==> src/rtl/lcd_raster_pkg.sv <==
package lcd_raster_pkg;

  typedef enum logic [1:0] {
    PH_SYNC   = 2'd0,
    PH_BACK   = 2'd1,
    PH_ACTIVE = 2'd2,
    PH_FRONT  = 2'd3
  } vphase_e;

  // Length of one axis period (line in clocks, frame in lines).
  function automatic logic [31:0] axis_total(logic [31:0] s, logic [31:0] b,
                                             logic [31:0] a, logic [31:0] f);
    return s + b + a + f;
  endfunction

  // Line index at which the selected vertical phase begins.
  function automatic logic [31:0] phase_line(vphase_e sel, logic [31:0] s,
                                             logic [31:0] b, logic [31:0] a);
    case (sel)
      PH_SYNC:   return 32'd0;
      PH_BACK:   return s;
      PH_ACTIVE: return s + b;
      default:   return s + b + a;
    endcase
  endfunction

endpackage

==> src/rtl/lcd_cfg_shadow.sv <==
module lcd_cfg_shadow #(
  parameter int W = 12
) (
  input  logic         clk,
  input  logic         rst_n,
  input  logic         load,
  input  logic [W-1:0] d,
  output logic [W-1:0] q
);
  always_ff @(posedge clk or negedge rst_n) begin
    if (!rst_n)    q <= '0;
    else if (load) q <= d;
  end
endmodule

==> src/rtl/lcd_axis_ctr.sv <==
module lcd_axis_ctr
  import lcd_raster_pkg::*;
#(
  parameter int CW = 12,
  localparam int TW = CW + 2
) (
  input  logic          clk,
  input  logic          rst_n,
  input  logic          run,
  input  logic          step,
  input  logic [CW-1:0] len_sync,
  input  logic [CW-1:0] len_back,
  input  logic [CW-1:0] len_act,
  input  logic [CW-1:0] len_front,
  output logic [TW-1:0] cnt,
  output logic          last,
  output logic          in_sync,
  output logic          in_act,
  output logic [CW-1:0] coord
);
  logic [TW-1:0] total, act_lo, act_hi;

  always_comb begin
    total  = TW'(axis_total(32'(len_sync), 32'(len_back),
                            32'(len_act), 32'(len_front)));
    act_lo = TW'(len_sync) + TW'(len_back);
    act_hi = act_lo + TW'(len_act);
    last    = (cnt == total - TW'(1));
    in_sync = (cnt < TW'(len_sync));
    in_act  = (cnt >= act_lo) && (cnt < act_hi);
    coord   = in_act ? CW'(cnt - act_lo) : '0;
  end

  always_ff @(posedge clk or negedge rst_n) begin
    if (!rst_n)    cnt <= '0;
    else if (!run) cnt <= '0;
    else if (step) cnt <= last ? '0 : cnt + TW'(1);
  end
endmodule

==> src/rtl/lcd_frame_irq.sv <==
module lcd_frame_irq
  import lcd_raster_pkg::*;
#(
  parameter int CW = 12,
  localparam int TW = CW + 2
) (
  input  logic          run,
  input  logic [TW-1:0] h_cnt,
  input  logic [TW-1:0] v_cnt,
  input  logic [CW-1:0] v_sync,
  input  logic [CW-1:0] v_back,
  input  logic [CW-1:0] v_act,
  input  vphase_e       sel,
  output logic          irq
);
  logic [TW-1:0] tgt_line;
  always_comb begin
    tgt_line = TW'(phase_line(sel, 32'(v_sync), 32'(v_back), 32'(v_act)));
    irq      = run && (h_cnt == '0) && (v_cnt == tgt_line);
  end
endmodule

==> src/rtl/lcd_raster_gen.sv <==
module lcd_raster_gen
  import lcd_raster_pkg::*;
#(
  parameter int CW = 12
) (
  input  logic          clk,
  input  logic          rst_n,
  input  logic          en,
  input  logic [CW-1:0] h_sync_len,
  input  logic [CW-1:0] h_back_len,
  input  logic [CW-1:0] h_act_len,
  input  logic [CW-1:0] h_front_len,
  input  logic [CW-1:0] v_sync_len,
  input  logic [CW-1:0] v_back_len,
  input  logic [CW-1:0] v_act_len,
  input  logic [CW-1:0] v_front_len,
  input  logic          hs_inv,
  input  logic          vs_inv,
  input  logic          oe_inv,
  input  logic [1:0]    irq_phase,
  output logic          hsync,
  output logic          vsync,
  output logic          oe,
  output logic [CW-1:0] pix_x,
  output logic [CW-1:0] line_y,
  output logic          frame_irq
);
  localparam int TW = CW + 2;
  localparam int NF = 8;

  logic run;
  always_ff @(posedge clk or negedge rst_n) begin
    if (!rst_n) run <= 1'b0;
    else        run <= en;
  end

  // Geometry shadow: idx 0..3 horizontal, 4..7 vertical.
  logic [CW-1:0] cfg_d [NF];
  logic [CW-1:0] cfg_q [NF];
  logic          load;
  logic          frame_end;

  assign cfg_d[0] = h_sync_len;
  assign cfg_d[1] = h_back_len;
  assign cfg_d[2] = h_act_len;
  assign cfg_d[3] = h_front_len;
  assign cfg_d[4] = v_sync_len;
  assign cfg_d[5] = v_back_len;
  assign cfg_d[6] = v_act_len;
  assign cfg_d[7] = v_front_len;

  assign load = !run || frame_end;

  for (genvar i = 0; i < NF; i++) begin : g_shadow
    lcd_cfg_shadow #(.W(CW)) u_sh (
      .clk(clk), .rst_n(rst_n), .load(load), .d(cfg_d[i]), .q(cfg_q[i])
    );
  end

  logic [TW-1:0] h_cnt, v_cnt;
  logic          h_last, v_last, h_in_sync, v_in_sync, h_in_act, v_in_act;
  logic [CW-1:0] h_coord, v_coord;

  lcd_axis_ctr #(.CW(CW)) u_hctr (
    .clk(clk), .rst_n(rst_n), .run(run), .step(1'b1),
    .len_sync(cfg_q[0]), .len_back(cfg_q[1]), .len_act(cfg_q[2]), .len_front(cfg_q[3]),
    .cnt(h_cnt), .last(h_last), .in_sync(h_in_sync), .in_act(h_in_act), .coord(h_coord)
  );

  lcd_axis_ctr #(.CW(CW)) u_vctr (
    .clk(clk), .rst_n(rst_n), .run(run), .step(h_last),
    .len_sync(cfg_q[4]), .len_back(cfg_q[5]), .len_act(cfg_q[6]), .len_front(cfg_q[7]),
    .cnt(v_cnt), .last(v_last), .in_sync(v_in_sync), .in_act(v_in_act), .coord(v_coord)
  );

  assign frame_end = run && h_last && v_last;

  lcd_frame_irq #(.CW(CW)) u_irq (
    .run(run), .h_cnt(h_cnt), .v_cnt(v_cnt),
    .v_sync(cfg_q[4]), .v_back(cfg_q[5]), .v_act(cfg_q[6]),
    .sel(vphase_e'(irq_phase)), .irq(frame_irq)
  );

  // Named internal events, shared with the checker.
  logic hs_on, vs_on, oe_on;
  assign hs_on = run && h_in_sync;
  assign vs_on = run && v_in_sync;
  assign oe_on = run && h_in_act && v_in_act;

  assign hsync  = hs_on ^ hs_inv;
  assign vsync  = vs_on ^ vs_inv;
  assign oe     = oe_on ^ oe_inv;
  assign pix_x  = oe_on ? h_coord : '0;
  assign line_y = oe_on ? v_coord : '0;
endmodule

==> config.mk <==
export PLATFORM = sky130hd
export DESIGN_NAME = lcd_raster_gen
export DESIGN_NICKNAME = d
export VERILOG_FILES = /design/src/rtl/lcd_raster_pkg.sv /design/src/rtl/lcd_cfg_shadow.sv /design/src/rtl/lcd_axis_ctr.sv /design/src/rtl/lcd_frame_irq.sv /design/src/rtl/lcd_raster_gen.sv
export SDC_FILE = /design/constraint.sdc
export NUM_CORES = 1
export LEC_CHECK = 0
export BUFFER_PORTS_ARGS = -buffer_cell sky130_fd_sc_hd__buf_2
export CORE_ASPECT_RATIO = 1.75
export CORE_MARGIN = 3
export CORE_UTILIZATION = 48
export DETAILED_ROUTE_END_ITERATION = 16
export GPL_TIMING_DRIVEN = 0
export HOLD_SLACK_MARGIN = 0.03
export PLACE_DENSITY = 0.74
export SLEW_MARGIN = 20
export SYNTH_ARGS = -nofsm -noshare
export SYNTH_HDL_FRONTEND = slang
export SYNTH_HIERARCHICAL = 1
export SYNTH_SLANG_ARGS = --single-unit
==> constraint.sdc <==
create_clock -name clk -period 14.3 [get_ports clk]
set_input_delay 4.29 -clock clk [delete_from_list [all_inputs] [get_ports clk]]
set_output_delay 4.29 -clock clk [all_outputs]
set_load 0.03 [all_outputs]
# [Word level (Yosys, flattened, before mapping)]
# Cells that the tools add are included.
[classes] addsub=16 n_lt_le_gt_ge=6 eq_ne=6 mux=10 n_bitwise=3 n_reduce_logical=14
[ops] cell="14-bit two-way mux" count=5
[ops] cell="14-bit by 12-bit adder with 14-bit output" count=4
[ops] cell="12-bit by 12-bit adder with 13-bit output" count=4
[ops] cell="12-bit two-way mux" count=4
[ops] cell="14-bit == test" count=3
[ops] cell="14-bit case mux with 3 select lines" count=1
[ops] cell="13-bit by 12-bit adder with 14-bit output" count=2
[ops] cell="14-bit by 1-bit adder with 14-bit output (second input constant)" count=2
[ops] cell="14-bit by 13-bit >= comparator with 1-bit output" count=2
[ops] cell="14-bit by 12-bit less-than comparator with 1-bit output" count=2
[ops] cell="14-bit less-than comparator" count=2
[ops] cell="14-bit by 1-bit subtractor with 14-bit output (second input constant)" count=2
[ops] cell="12-bit subtractor" count=2
[ops] cell="14-bit logical NOT" count=1
[ops] cell="1-bit logical AND" count=10
[ops] cell="1-bit XOR" count=3
[ops] cell="2-bit by 1-bit == test with 1-bit output (second input constant)" count=1
[ops] cell="2-bit == test (second input constant)" count=1
[ops] cell="2-bit logical NOT" count=1
[ops] cell="2-bit by 1-bit != test with 1-bit output (second input constant)" count=1
[ops] cell="1-bit logical NOT" count=1
[ops] cell="1-bit logical OR" count=1
[word_totals] register_bits=125 out_inout_bits=28 wordCells=66

# [Logic depth before layout (Yosys ltp)]
[depth] depth_word=8 ltp_mapped=29 ltp_nobuf=27

# [By module]
# Netlist, hierarchy kept.
[by_module_without_submodules] module="lcd_axis_ctr (u_vctr)" n_inst=1 cells_each=591 area_per_inst_um2=4679.5 seq_area_each_um2=350.3
[by_module_without_submodules] module="lcd_axis_ctr (u_hctr)" n_inst=1 cells_each=554 area_per_inst_um2=4520.6 seq_area_each_um2=350.3
[by_module_without_submodules] module="lcd_cfg_shadow" n_inst=8 cells_each=25 area_per_inst_um2=484.2 seq_area_each_um2=300.3
[by_module_without_submodules] module="lcd_frame_irq" n_inst=1 cells_each=247 area_per_inst_um2=1855.5 seq_area_each_um2=0.0
[by_module_without_submodules] module="lcd_raster_gen" n_inst=1 cells_each=36 area_per_inst_um2=276.5 seq_area_each_um2=25.0

# [Worst setup path after synthesis]
# OpenSTA, ideal clock, no wires.
[synth_path] path_type="in2out" from="input irq_phase[0]" to="output frame_irq" arrival_ps=6352 required_ps=10010 setup_slack_ps=3658 cell_stages=10 cell_sequence="buf_6 > buf_2 > o22ai_1 > a221oi_1 > o21ai_1 > nor4_1 > o221ai_1 > a221o_2 > a2111oi_0 > and4_1"
[synth_via] elab_chain_len=4 word_cells_on_any_way=6 cone_classes="3 x eq/ne; 1 x mux; 2 x reduce/logical"
[synth_rtl] item="start, declared" line_no="lcd_raster_gen.sv:20" text="input logic [1:0] irq_phase,"
[synth_rtl] item="2-bit == test, or another cell as far along" line_no="lcd_raster_pkg.sv:19" text="case (sel)"
[synth_rtl] item="14-bit case mux with 3 select lines (*)" line_no="lcd_raster_pkg.sv:19"
[synth_rtl] item="14-bit == test (*)" line_no="lcd_frame_irq.sv:19" text="irq = run && (h_cnt == '0) && (v_cnt == tgt_line);"
[synth_rtl] item="1-bit logical AND (*)" line_no="lcd_frame_irq.sv:19"
[synth_rtl] item="end, declared" line_no="lcd_raster_gen.sv:26" text="output logic frame_irq"
# Mark *: on every way between the ends. The rest lies on a longest branch, timed or not.

# [Worst setup path after layout]
# Same ends and word-level chain as after synthesis.

==> results.yml <==
clock_network:
  cts_tree: "built"
  cts_resized: 0
  numCtsBuffers: 17
  postCtsHoldBufs: 0
  clk_latency_ns: 0.45
  clk_path_buf_depth: 2
  post_cts_buffers: 0
  clkSlewWorstSetupHoldPaths_ns: 0.06
  htree_levels: 4
  cts.sinks: 125
  cts-root-buf: "clkbuf_16"
routing:
  dr_total_vias: 12800
  wl_um: 45100
  drt-pass1-iter-count: 5
  final_antenna_net_count: 0
  drc: 0
  drtIter0Drc: 669
  via_per_inst: 5.87
  wl_per_cell_um: 20.6
logic_synthesis:
  synth_xor_area_share_pct: 8.80
  synth_simple_gate_area_share_pct: 14.5
  synth-edff-count: 0
  synth_compound_area_share_pct: 15.6
  async_reset_ff_share_pct: 100
  synth_top_family_by_area: "adder cells"
  synth_top_area_cell: "dfrtp_1"
  synth.area.mux_share_pct: 9.69
  yosysSeqAreaShare_pct: 20.6
  synth_area_leaders: "dfrtp_1, ha_1, mux2_4"
  ys.flop_type: "dfrtp_1"
  syn-mean-instance-area_um2: 9.34
  synth_cell_types: 98
  synth-seq-cells: 125
  netlist_area_um2: 15200
  synthCells: 1628
  yosys.area_share.adder_pct: 24.0
  netlist.area_leader.share_pct: 20.6
  yosys_warnings: 6
global_routing:
  grt_overflow: 0
  grt_pass1_wl_um: 69600
  antenna_found_initial: 1
  track_usage_pct: 26.6
  grt_pass1_vias: 13400
  grt_max_degree: 67
worst_setup_path:
  arrival_ns: 7.12
  crit_top_cell: "buf_2"
  slowest_delay_ns: 0.36
  startpoint_type: "input pin"
  crit_type: "input pin to primary output"
  cp_max_fo: 10
  end_kind: "primary output"
  slowest_stage: "a2111oi_0"
  cp_data_required_time_ns: 10.01
  path_cells: "buf_6 -> buf_2 -> o22ai_1 -> a221oi_1 -> o21ai_1 -> nor4_1 -> o221ai_1 -> a221o_2 -> a2111oi_0 -> and4_1 -> buf_2"
  cp_top_family: "compound AO/OA/AOI/OAI gates"
  path_buf_inv: 3
floorplanning:
  rows: 85
  die-height_um: 241
  die_area_um2: 33900
  start_util_pct: 49.0
  core-area_um2: 31100
  io_pins: 132
  die_x_um: 141
sta:
  rsz0062_at_grt: "no"
  final-setup-viol-count: 0
  period_minus_slack_ns: 11.41
  fmax_ghz: 0.0877
  hold_viol: 0
  holdWs_ns: 0.511
  period_share_pct: 79.8
  max_slew.worst_pin.slew_ns: 0.862
  finalSetupTns_ns: 0
  max_slew_margin_pct: 41.8
  skew_ns: 0.0117
  slew_viol_final: 0
flow_run:
  drv_cap: 0
power_and_ir_drop:
  p_leak_uw: 0.00847
  peakVddDrop_v: 0.000115
  p_sw_share_pct: 47.4
  p_seq_share_pct: 15.1
  p_total_uw: 2800
  power.clock.fraction_pct: 16.4
  pwr-share-comb_pct: 68.5
  power_per_cell_area_nw_per_um2: 164
  p_sw_uw: 1320
  p_int_uw: 1470
place:
  dp_hpwl_um: 37000
  portBuffers: 130
  place_area_um2: 16400
  finalWeightedCongestion: 1.07
run_status:
  status: "completed"
cells_and_area:
  area_growth_pct: 11.8
  finalInstanceArea_um2: 17000
  nets: 2146
  layout-drive-gt1-share_pct: 19.4
hold_path:
  hold_path.class: "flip-flop to flip-flop"
-- cell type report --
class	instances	area, um^2
fill	2809	14000
multi-input combinational	1275	11100
sequential	125	3130
inverter	199	747
timing repair buffer	131	684
tap	391	489
clock buffer	18	439
buffer	34	293
clock inverter	13	165
antenna	1	2.50
-- synthesized netlist by cell type, types with 11 or more instances --
cell type / count
ha_1: 205
inv_1: 199
dfrtp_1: 125
nor2_1: 92
nand2_1: 90
xnor2_1: 90
mux2_4: 80
a21oi_1: 75
fa_1: 54
o21ai_0: 54
xor2_1: 54
a21o_1: 39
nor3_1: 37
nand4_1: 27
nand3_1: 25
nand2b_1: 20
a211oi_1: 18
mux2_2: 18
nor2b_1: 18
and2_1: 15
buf_6: 15
o21a_1: 14
and2_2: 13
nor4_1: 11
or3_1: 11
-- sequential cells by signal, indices dropped and copies added, names as in the netlist --
name / flops
u_hctr/cnt: 14
u_vctr/cnt: 14
g_shadow.u_sh/q: 96
run: 1
-- path summary, 6_finish.rpt --
| check | from | endpoint | slack (ns) | cells past startpoint |
|---|---|---|---|---|
| min in group asynchronous | rst_n | g_shadow[1].u_sh/q[10] | 3.84 | 1 |
| worst min register to register | g_shadow[3].u_sh/q[5] | g_shadow[3].u_sh/q[5] | 0.51 | 1 |
| max in group asynchronous | rst_n | u_vctr/cnt[8] | 9.72 | 2 |
| worst max-delay path | irq_phase[0] | frame_irq | 2.89 | 11 |
| worst max register to register | g_shadow[0].u_sh/q[1] | g_shadow[7].u_sh/q[6] | 8.26 | 19 |
| worst min-delay path | g_shadow[3].u_sh/q[5] | g_shadow[3].u_sh/q[5] | 0.51 | 1 |
-- kinds of logic (layout without fill, tap and decap cells) --
group           count (synthesis)  in the layout
simple gates                  421            421
fa+ha+maj                     259            259
compound gates                336            336
xor+xnor                      148            148
buf+inv                       233            395
other cells                     1              7
flops                         125            125
mux                           105            105
-- layer usage --
metal  vias up  global-route usage, %  part of all wire [%]
met3       186                   3.97                   3.8
met1      6183                   23.7                    33
met4         2                   22.1                   8.9
met2       428                   51.6                    55
met5         -                      0                 0.029
li1       6042                      -                     -
-- layout by cell type, fill, tap and decap left out, types with 75 or more instances in the layout --
cell and n:
ha_1 205, inv_1 199, buf_2 134, dfrtp_1 125
nor2_1 92, xnor2_1 90, nand2_1 89, mux2_4 80
a21oi_1 75
-- per-stage QoR --
| step | instances | setup WS [ns] | util, % |
|---|---|---|---|
| after floorplan | 1633 | 3.66 | - |
| after global placement | 2154 | 2.98 | 52.7 |
| after detailed placement | 2155 | 3.08 | 52.8 |
| after CTS | 2186 | 3.06 | 54.8 |
| after global routing | 2186 | 2.66 | 54.8 |
| final | 2187 | 2.89 | 54.8 |
-- power groups by stage --
stage	sequential, uW	clock [uW]	combinational [uW]
2_1_floorplan	411	0	1440
3_3_place_gp	428	0	1830
3_5_place_dp	429	0	1870
4_1_cts	423	467	1890
5_1_grt	427	480	2090
6_report	422	458	1920
No activity file was read; power rests on OpenSTA's default activity.
